===== config.mk =====
export PLATFORM = sky130hd
export DESIGN_NAME = tmr_cmp_top
export DESIGN_NICKNAME = d
export VERILOG_FILES = /design/src/rtl/tmr_pkg.sv /design/src/rtl/tmr_prescale.sv /design/src/rtl/tmr_counter.sv /design/src/rtl/tmr_channel.sv /design/src/rtl/tmr_cmp_top.sv
export SDC_FILE = /design/constraint.sdc
export NUM_CORES = 1
export LEC_CHECK = 0
export ABC_AREA = 0
export CORE_UTILIZATION = 47
export CTS_CLUSTER_SIZE = 30
export DETAILED_ROUTE_END_ITERATION = 10
export HOLD_SLACK_MARGIN = 0.08
export PLACE_DENSITY = 0.77
export SKIP_CTS_REPAIR_TIMING = 1
export SYNTH_ARGS = -nofsm -noshare
export SYNTH_HDL_FRONTEND = slang
export SYNTH_SLANG_ARGS = --single-unit

===== constraint.sdc =====
create_clock -name clk -period 2.3 [get_ports clk]
set_clock_uncertainty 0.2 [all_clocks]
set_input_delay 0.46 -clock clk [delete_from_list [all_inputs] [get_ports clk]]
set_output_delay 0.46 -clock clk [all_outputs]
set_load 0.01 [all_outputs]

===== src/rtl/tmr_pkg.sv =====
package tmr_pkg;

   // byte offsets of the register words
   localparam logic [7:0] OFS_INFO   = 8'h04;
   localparam logic [7:0] OFS_CTL    = 8'h10;
   localparam logic [7:0] OFS_COUNT  = 8'h14;
   localparam logic [7:0] OFS_TERM   = 8'h18;
   localparam logic [7:0] OFS_STAT   = 8'h1C;
   localparam logic [7:0] OFS_CHCTL  = 8'h20;
   localparam logic [7:0] OFS_CHVAL  = 8'h24;

   // prescale exponent field and phase counter
   localparam int PSC_W   = 3;
   localparam int PHASE_W = (1 << PSC_W) - 1;

   // control word bit positions
   localparam int CTL_RUN_BIT = 3;
   localparam int CTL_OVF_BIT = 7;

   // channel word bit positions
   localparam int CH_MODE_LSB = 2;
   localparam int CH_MODE_W   = 4;
   localparam int CH_IE_BIT   = 6;
   localparam int CH_FLG_BIT  = 7;

   localparam logic [CH_MODE_W-1:0] MODE_SWCMP = 4'h4;

   // position of the width field in the info word
   localparam int INFO_W_LSB = 16;

endpackage


===== src/rtl/tmr_prescale.sv =====
module tmr_prescale
   import tmr_pkg::*;
#(
   parameter int EXP_W = PSC_W
) (
   input  logic             clk,
   input  logic             rst_n,
   input  logic             run,
   input  logic             restart,
   input  logic [EXP_W-1:0] exponent,
   output logic             tick
);

   localparam int PH_W = (1 << EXP_W) - 1;

   logic [PH_W-1:0] phase_q;
   logic [PH_W-1:0] mask;

   assign mask = PH_W'((33'd1 << exponent) - 33'd1);

   always_ff @(posedge clk or negedge rst_n) begin
      if (!rst_n) begin
         phase_q <= '0;
      end else if (!run || restart) begin
         phase_q <= '0;
      end else begin
         phase_q <= phase_q + 1'b1;
      end
   end

   assign tick = run && ((phase_q & mask) == mask);

endmodule


===== src/rtl/tmr_counter.sv =====
module tmr_counter #(
   parameter int CNT_W = 16
) (
   input  logic             clk,
   input  logic             rst_n,
   input  logic             tick,
   input  logic             zero,
   input  logic [CNT_W-1:0] term,
   input  logic             ovf_clr,
   output logic [CNT_W-1:0] count,
   output logic             ovf
);

   logic at_term;
   logic wrap;

   assign at_term = (count == term);
   assign wrap    = tick && at_term;

   always_ff @(posedge clk or negedge rst_n) begin
      if (!rst_n) begin
         count <= '0;
      end else if (zero) begin
         count <= '0;
      end else if (tick) begin
         count <= at_term ? '0 : count + 1'b1;
      end
   end

   // a set on the same edge beats a clear
   always_ff @(posedge clk or negedge rst_n) begin
      if (!rst_n) begin
         ovf <= 1'b0;
      end else if (wrap) begin
         ovf <= 1'b1;
      end else if (ovf_clr) begin
         ovf <= 1'b0;
      end
   end

endmodule


===== src/rtl/tmr_channel.sv =====
module tmr_channel
   import tmr_pkg::*;
#(
   parameter int CNT_W = 16
) (
   input  logic                 clk,
   input  logic                 rst_n,
   input  logic                 tick,
   input  logic [CNT_W-1:0]     count,
   input  logic                 ctl_wr,
   input  logic                 val_wr,
   input  logic                 stat_wr,
   input  logic [31:0]          wdata,
   output logic [CH_MODE_W-1:0] mode,
   output logic                 ie,
   output logic [CNT_W-1:0]     cmp,
   output logic                 flag
);

   logic hit;
   logic clr;

   assign hit = tick && (mode == MODE_SWCMP) && (count == cmp);
   assign clr = (ctl_wr  && wdata[CH_FLG_BIT]) ||
                (stat_wr && wdata[0]);

   always_ff @(posedge clk or negedge rst_n) begin
      if (!rst_n) begin
         mode <= '0;
         ie   <= 1'b0;
      end else if (ctl_wr) begin
         mode <= wdata[CH_MODE_LSB +: CH_MODE_W];
         ie   <= wdata[CH_IE_BIT];
      end
   end

   always_ff @(posedge clk or negedge rst_n) begin
      if (!rst_n) begin
         cmp <= '0;
      end else if (val_wr) begin
         cmp <= wdata[CNT_W-1:0];
      end
   end

   // a match on the same edge beats a clear
   always_ff @(posedge clk or negedge rst_n) begin
      if (!rst_n) begin
         flag <= 1'b0;
      end else if (hit) begin
         flag <= 1'b1;
      end else if (clr) begin
         flag <= 1'b0;
      end
   end

endmodule


===== src/rtl/tmr_cmp_top.sv =====
module tmr_cmp_top
   import tmr_pkg::*;
#(
   parameter int CNT_W = 16
) (
   input  logic        clk,
   input  logic        rst_n,
   input  logic        bus_en,
   input  logic        bus_we,
   input  logic [7:0]  bus_addr,
   input  logic [31:0] bus_wdata,
   output logic [31:0] bus_rdata,
   output logic        irq
);

   localparam logic [7:0] WIDTH_CODE = 8'(CNT_W);

   generate
      if (CNT_W != 16 && CNT_W != 32) begin : g_bad_width
         $error("tmr_cmp_top: CNT_W must be 16 or 32");
      end
   endgenerate

   // write strobes
   logic wr;
   logic wr_ctl, wr_cnt, wr_term, wr_stat, wr_chctl, wr_chval;

   assign wr       = bus_en && bus_we;
   assign wr_ctl   = wr && (bus_addr == OFS_CTL);
   assign wr_cnt   = wr && (bus_addr == OFS_COUNT);
   assign wr_term  = wr && (bus_addr == OFS_TERM);
   assign wr_stat  = wr && (bus_addr == OFS_STAT);
   assign wr_chctl = wr && (bus_addr == OFS_CHCTL);
   assign wr_chval = wr && (bus_addr == OFS_CHVAL);

   // control word state
   logic             run;
   logic [PSC_W-1:0] psc;
   logic [CNT_W-1:0] term;

   always_ff @(posedge clk or negedge rst_n) begin
      if (!rst_n) begin
         run <= 1'b0;
         psc <= '0;
      end else if (wr_ctl) begin
         run <= bus_wdata[CTL_RUN_BIT];
         psc <= bus_wdata[PSC_W-1:0];
      end
   end

   always_ff @(posedge clk or negedge rst_n) begin
      if (!rst_n) begin
         term <= '0;
      end else if (wr_term) begin
         term <= bus_wdata[CNT_W-1:0];
      end
   end

   logic                 tick;
   logic [CNT_W-1:0]     count;
   logic                 ovf;
   logic [CH_MODE_W-1:0] ch_mode;
   logic                 ch_ie;
   logic [CNT_W-1:0]     ch_cmp;
   logic                 ch_flag;

   tmr_prescale #(.EXP_W(PSC_W)) u_psc (
      .clk      (clk),
      .rst_n    (rst_n),
      .run      (run),
      .restart  (wr_cnt),
      .exponent (psc),
      .tick     (tick)
   );

   tmr_counter #(.CNT_W(CNT_W)) u_cnt (
      .clk     (clk),
      .rst_n   (rst_n),
      .tick    (tick),
      .zero    (wr_cnt),
      .term    (term),
      .ovf_clr (wr_ctl && bus_wdata[CTL_OVF_BIT]),
      .count   (count),
      .ovf     (ovf)
   );

   tmr_channel #(.CNT_W(CNT_W)) u_ch0 (
      .clk     (clk),
      .rst_n   (rst_n),
      .tick    (tick),
      .count   (count),
      .ctl_wr  (wr_chctl),
      .val_wr  (wr_chval),
      .stat_wr (wr_stat),
      .wdata   (bus_wdata),
      .mode    (ch_mode),
      .ie      (ch_ie),
      .cmp     (ch_cmp),
      .flag    (ch_flag)
   );

   // width-dependent zero extension of counter-sized words
   logic [31:0] count_x, term_x, cmp_x;

   generate
      if (CNT_W == 32) begin : g_full
         assign count_x = count;
         assign term_x  = term;
         assign cmp_x   = ch_cmp;
      end else begin : g_narrow
         logic unused_hi;
         assign unused_hi = ^bus_wdata[31:CNT_W];
         assign count_x   = {{(32-CNT_W){1'b0}}, count};
         assign term_x    = {{(32-CNT_W){1'b0}}, term};
         assign cmp_x     = {{(32-CNT_W){1'b0}}, ch_cmp};
      end
   endgenerate

   always_comb begin
      bus_rdata = '0;
      unique case (bus_addr)
         OFS_INFO:  bus_rdata[INFO_W_LSB +: 8] = WIDTH_CODE;
         OFS_CTL: begin
            bus_rdata[PSC_W-1:0]   = psc;
            bus_rdata[CTL_RUN_BIT] = run;
            bus_rdata[CTL_OVF_BIT] = ovf;
         end
         OFS_COUNT: bus_rdata = count_x;
         OFS_TERM:  bus_rdata = term_x;
         OFS_STAT:  bus_rdata[0] = ch_flag;
         OFS_CHCTL: begin
            bus_rdata[CH_MODE_LSB +: CH_MODE_W] = ch_mode;
            bus_rdata[CH_IE_BIT]  = ch_ie;
            bus_rdata[CH_FLG_BIT] = ch_flag;
         end
         OFS_CHVAL: bus_rdata = cmp_x;
         default:   bus_rdata = '0;
      endcase
   end

   assign irq = ch_flag && ch_ie;

endmodule


# After elaboration in Yosys (flattened, before gate mapping)
# Index checks and enable logic that the tools add are counted.
# totals
word_cells	62
input_bits	44
regBits	66
out_inout_bits	33
# op_classes
mux	15
eq_ne	11
bitwise	1
reduce_logical	21
addsub	3
shift	1
# ops
op	n
$mux 16	3
$eq 16x16->1	2
$eq 8x5->1 const B	4
$pmux 8 s3	1
$add 16x1->16 const B	1
$eq 8x6->1 const B	2
$logic_and 1x1->1	15
$pmux 3 s4	1
$pmux 1 s5	2
$pmux 2 s5	1
$eq 8x3->1 const B	1
$add 7x1->7 const B	1
$and 7x7->7	1
$eq 7x7->1	1
$mux 7	1
$shl 1x3->7 const A	1
$sub 7x1->7 const B	1
$reduce_bool 2->1	3
$mux 5	1
$eq 4x3->1 const B	1
$mux 1	4
$pmux 1 s4	1
$logic_or 1x1->1	2
$logic_not 1->1	1

# Logic depth before layout (Yosys ltp)
# depth
ltp_word	8
depth_mapped	8

# Hierarchy
# Synthesis repeated with hierarchy kept, for this count alone.
# unflattened
cells_unflattened	407
area_unflattened_um2	4139.0
# modules_own_cells
module	area_each_um2	cells_each	instances
tmr_cmp_top	1551.5	152	1
tmr_counter	1202.4	143	1
tmr_channel	1029.7	73	1
tmr_prescale	355.3	39	1

# Least setup slack after synthesis
# No wires, ideal clock.
# synth_path
kind	input to output
from	in bus_addr[3]
to	out bus_rdata[0]
required_time_ns	1.640
path_buffers	3
t_arrival_ns	1.845
path_slack_ns	-0.205
cell_stages	7
cell_sequence	clkbuf_1 nor4b_2 and3_2 buf_2 clkbuf_1 a22oi_1 nand2_1
# synth_between
elab_chain_cells	2
word_cells_on_any_way	6
# synth_rtl
element	line_no	source
from (decl)	tmr_cmp_top.sv:10	input logic [7:0] bus_addr,
$eq 8x6->1 / $eq 8x5->1 (equally long branches)	tmr_cmp_top.sv:121	unique case (bus_addr)
$pmux 1 s5 *	tmr_cmp_top.sv:121	
to (decl)	tmr_cmp_top.sv:12	output logic [31:0] bus_rdata,
# Mark *: on every way between the ends. The rest lies on a longest branch, timed or not.

# Worst setup path after layout
# layout_path
from	in bus_addr[7]
to	out bus_rdata[7]
# The elaborated chain is that of the path after synthesis.

==> run_results.csv <==
group,metric,value,unit
worst_setup_path,reg2reg_from,"term[1]",
global_route,grt_pass1_vias,3307,
worst_setup_path,path_common_cell,"buf_6",
detailed_routing,post_drt_wl_per_cell,18.70,µm
worst_setup_path,path_class,"in2out",
worst_setup_path,crit_buf_inv,5,
synth,synth_top_area_cell,"dfrtp_1",
power,seqPwrFrac,0.459,
clock_network,clk_path_buf_depth,2,
power,p_switching,0.0007327,W
layout,fillCellCount,606,
worst_hold_path,hp-start,"u_cnt.ovf",
power,combPwrFrac,0.144,
synth,yosys-top-cells-count,"dfrtp_1 (66), mux2_2 (36), nand2_1 (31), clkbuf_1 (21), xnor2_1 (19)",
place,port_buffers,45,
detailed_routing,num_vias,3350,
layout,regArea,0.001652,mm²
synth,synth.top_cell.area_share,0.4269,
power,p_clk_frac,0.397,
layout,finalInstanceArea,0.004937,mm²
timing,finalWorstSetupSlack,-0.4234,ns
global_route,grt_max_degree,67,
power,leakagePower,2.436,nW
floorplan,core,0.007848,mm²
worst_setup_path,rrSetupSlack,0.13,ns
synth,seq_area_frac_synth,0.4269,
timing,fin_crit,2.723,ns
floorplan,die_w,92.73,µm
outcome,status,"finished with violations",
layout,drive_gt1_frac,0.3048,
synth,syn_avg_cell_area,10.26,µm²
synth,async_flop_share,1.000,
power,ir_worst_vdd,0.5279,mV
power,power.density,552.3,mW/mm²
worst_setup_path,worstPathCellList,"buf_6 -> or4b_4 -> buf_6 -> nor4b_4 -> buf_6 -> buf_6 -> a222oi_1 -> nand3_1 -> buf_2",
detailed_routing,drt_pass1_iterations,5,
detailed_routing,routed_via_density,6.004,
timing,clock.fmax,0.3672,GHz
place,finalWeightedCongestion,0.9015,
place,dpl_cell_area,0.004657,mm²
worst_hold_path,hp-class,"reg2reg",
clock_network,clock_latency,0.35,ns
power,internal_power,0.001994,W
clock_network,clock-sinks,66,
clock_network,ctsRootBufferMaster,"clkbuf_8",
synth,yosysWarnings,0,
layout,num_antenna_cells,0,
worst_setup_path,required,1.64,ns
synth,syn-cell-area,0.003869,mm²
floorplan,initial_utilization,0.4930,
synth,synth.area.top_cells,"dfrtp_1 (43%), mux2_2 (10%), xnor2_1 (4.3%)",
synth,ys.flop_type,"dfrtp_1",
timing,rsz0062_at_grt,"yes",
global_route,grt_use_total,0.2506,
detailed_routing,drc,0,
timing,finalSetupViolations,16,
floorplan,io_pins,77,
global_route,grt_pass1_wl,16.42,mm
worst_setup_path,slowest_stage,"or4b_4",
detailed_routing,drt-total-wl,10.44,mm
timing,fin_crit_sh,1.184,
clock_network,clk_pin_slew_worst_paths,0.08,ns
layout,finalNonFillerCells,558,
place,place.detailed.hpwl,7.289,mm
worst_setup_path,crit_start,"bus_addr[7]",
detailed_routing,drt_iter0_drc,353,
clock_network,htreeDepth,3,
layout,multiInputGateArea,0.002032,mm²
detailed_routing,ant_nets,0,
global_route,grt_antenna_before_repair,0,
job,maxCapViolCount,0,
worst_setup_path,cp_max_fo,7,
worst_setup_path,cp-end-kind,"primary output",
worst_setup_path,critPathMaxStageDelay,0.56,ns
timing,hold_violations,0,
worst_setup_path,crit_path_start_kind,"input pin",
synth,synth_edf_count,0,
synth,syn_inst,377,
place,dp.cells,534,
layout,nNetsFinal,498,
clock_network,cts_made_buffers,9,
power,netSwitchingFraction,0.2687,
worst_setup_path,crit_family,"simple AND/OR/NAND/NOR gates",
synth,synth_seq_cells,66,
clock_network,tritoncts,"yes",
global_route,overflow,0,
outcome,violations,"setup timing",
worst_setup_path,crit_arrival,2.06,ns
floorplan,die_area,0.008598,mm²
floorplan,row_count,32,
layout,syn2layout_area_growth,27.62,%
timing,drv_slew,0,
floorplan,chipHeight,92.73,µm
synth,synth.distinct_cells,47,
synth,yosysMostFrequentCell,"dfrtp_1",
worst register-to-register path, stage by stage, from the launching register on:
cell,delay [ns]
dfrtp_1,0.42
xor2_1,0.18
nor4_1,0.36
nand4_1,0.29
o31ai_2,0.35
buf_12,0.19
a21oi_1,0.06
kinds of logic after synthesis:
group / after synthesis / synth area share
buffers and inverters: 56 / 0.07116
xor gates and xnor gates: 37 / 0.08376
adders and majority gates: 2 / 0.006467
DFF: 66 / 0.4269
other: 1 / 0.0009693
and+or+nand+nor: 115 / 0.1714
muxes: 42 / 0.1268
AOI/OAI and AO/OA: 58 / 0.1125
routing by layer:
layer | up-vias | share of wire | global-route usage
li1 | 1495 | - | -
met1 | 1652 | 0.40 | 0.3191
met2 | 178 | 0.50 | 0.4204
met3 | 25 | 0.074 | 0.05501
met4 | 0 | 0.024 | 0.08718
met5 | - | 0 | 0
through the flow:
step,setup TNS [ns],power [W],hold WS [ns],utilization,setup slack [ns]
final,-3.819,0.002727,0.2917,0.6291,-0.4234
after global routing,-4.457,0.002831,0.2971,0.6291,-0.4745
after CTS,-17.94,0.002735,-0.06045,0.6210,-1.061
after detailed placement,-35.46,0.001652,0.2722,0.5934,-1.046
after global placement,-33.05,0.001640,0.2617,0.5934,-1.024
after floorplan,-0.6898,0.001486,-0.03559,-,-0.1469
placed cells by master, fill, tap and decap left out, drive strengths merged, types with 2 or more instances in the layout:
master	Yosys	final
nand2	33	33
o211ai	3	3
a21boi	2	2
and2	6	6
buf	22	63
a21oi	14	14
inv	13	13
clkbuf	21	14
a222oi	15	15
xnor2	19	19
nor2	15	15
or4	12	12
a21o	2	2
mux2	41	41
o41ai	2	2
nor3	2	2
nand4	10	10
o31ai	15	15
conb	1	15
clkinvlp	0	2
nor4	5	5
nand4b	2	2
and3	3	3
xor2	18	18
ha	2	2
dlymetal6s2s	0	5
clkdlybuf4s50	0	19
dfrtp	66	66
clkinv	0	2
nor4b	3	3
nand3	17	17
bufinv	0	2
o21ai	4	4
and4	2	2
cell type report:
| class | count | share of cell area |
|---|---|---|
| clock buffer | 9 | 0.02509 |
| inverter | 13 | 0.009883 |
| sequential | 66 | 0.3345 |
| timing repair buffer | 93 | 0.1744 |
| multi-input combinational | 269 | 0.4116 |
| tap | 102 | 0.02585 |
| clock inverter | 6 | 0.01875 |
sequential cells by signal (all words and copies together), names as in the netlist:
name	cells
psc	3
run	1
term	16
u_ch0.cmp	16
u_ch0.flag	1
u_ch0.ie	1
u_ch0.mode	4
u_cnt.count	16
u_cnt.ovf	1
u_psc.phase_q	7
power by group through the flow:
stage	clock [W]	combinational, W	sequential [W]
4_1_cts	0.00110	0.000381	0.00125
5_1_grt	0.00115	0.000423	0.00126
3_3_place_gp	0	0.000367	0.00127
3_5_place_dp	0	0.000379	0.00127
2_1_floorplan	0	0.000235	0.00125
6_report	0.00108	0.000391	0.00125
worst paths after layout:
kind                                   endpoint  depth (start not counted)
min in group asynchronous                   run                          3
worst max register to register  u_cnt.count[13]                          6
worst min register to register        u_cnt.ovf                          1
worst min-delay path                  u_cnt.ovf                          1
max in group asynchronous       u_cnt.count[10]                          3
worst max-delay path               bus_rdata[7]                          9
Power figures use the tool's default switching activity.
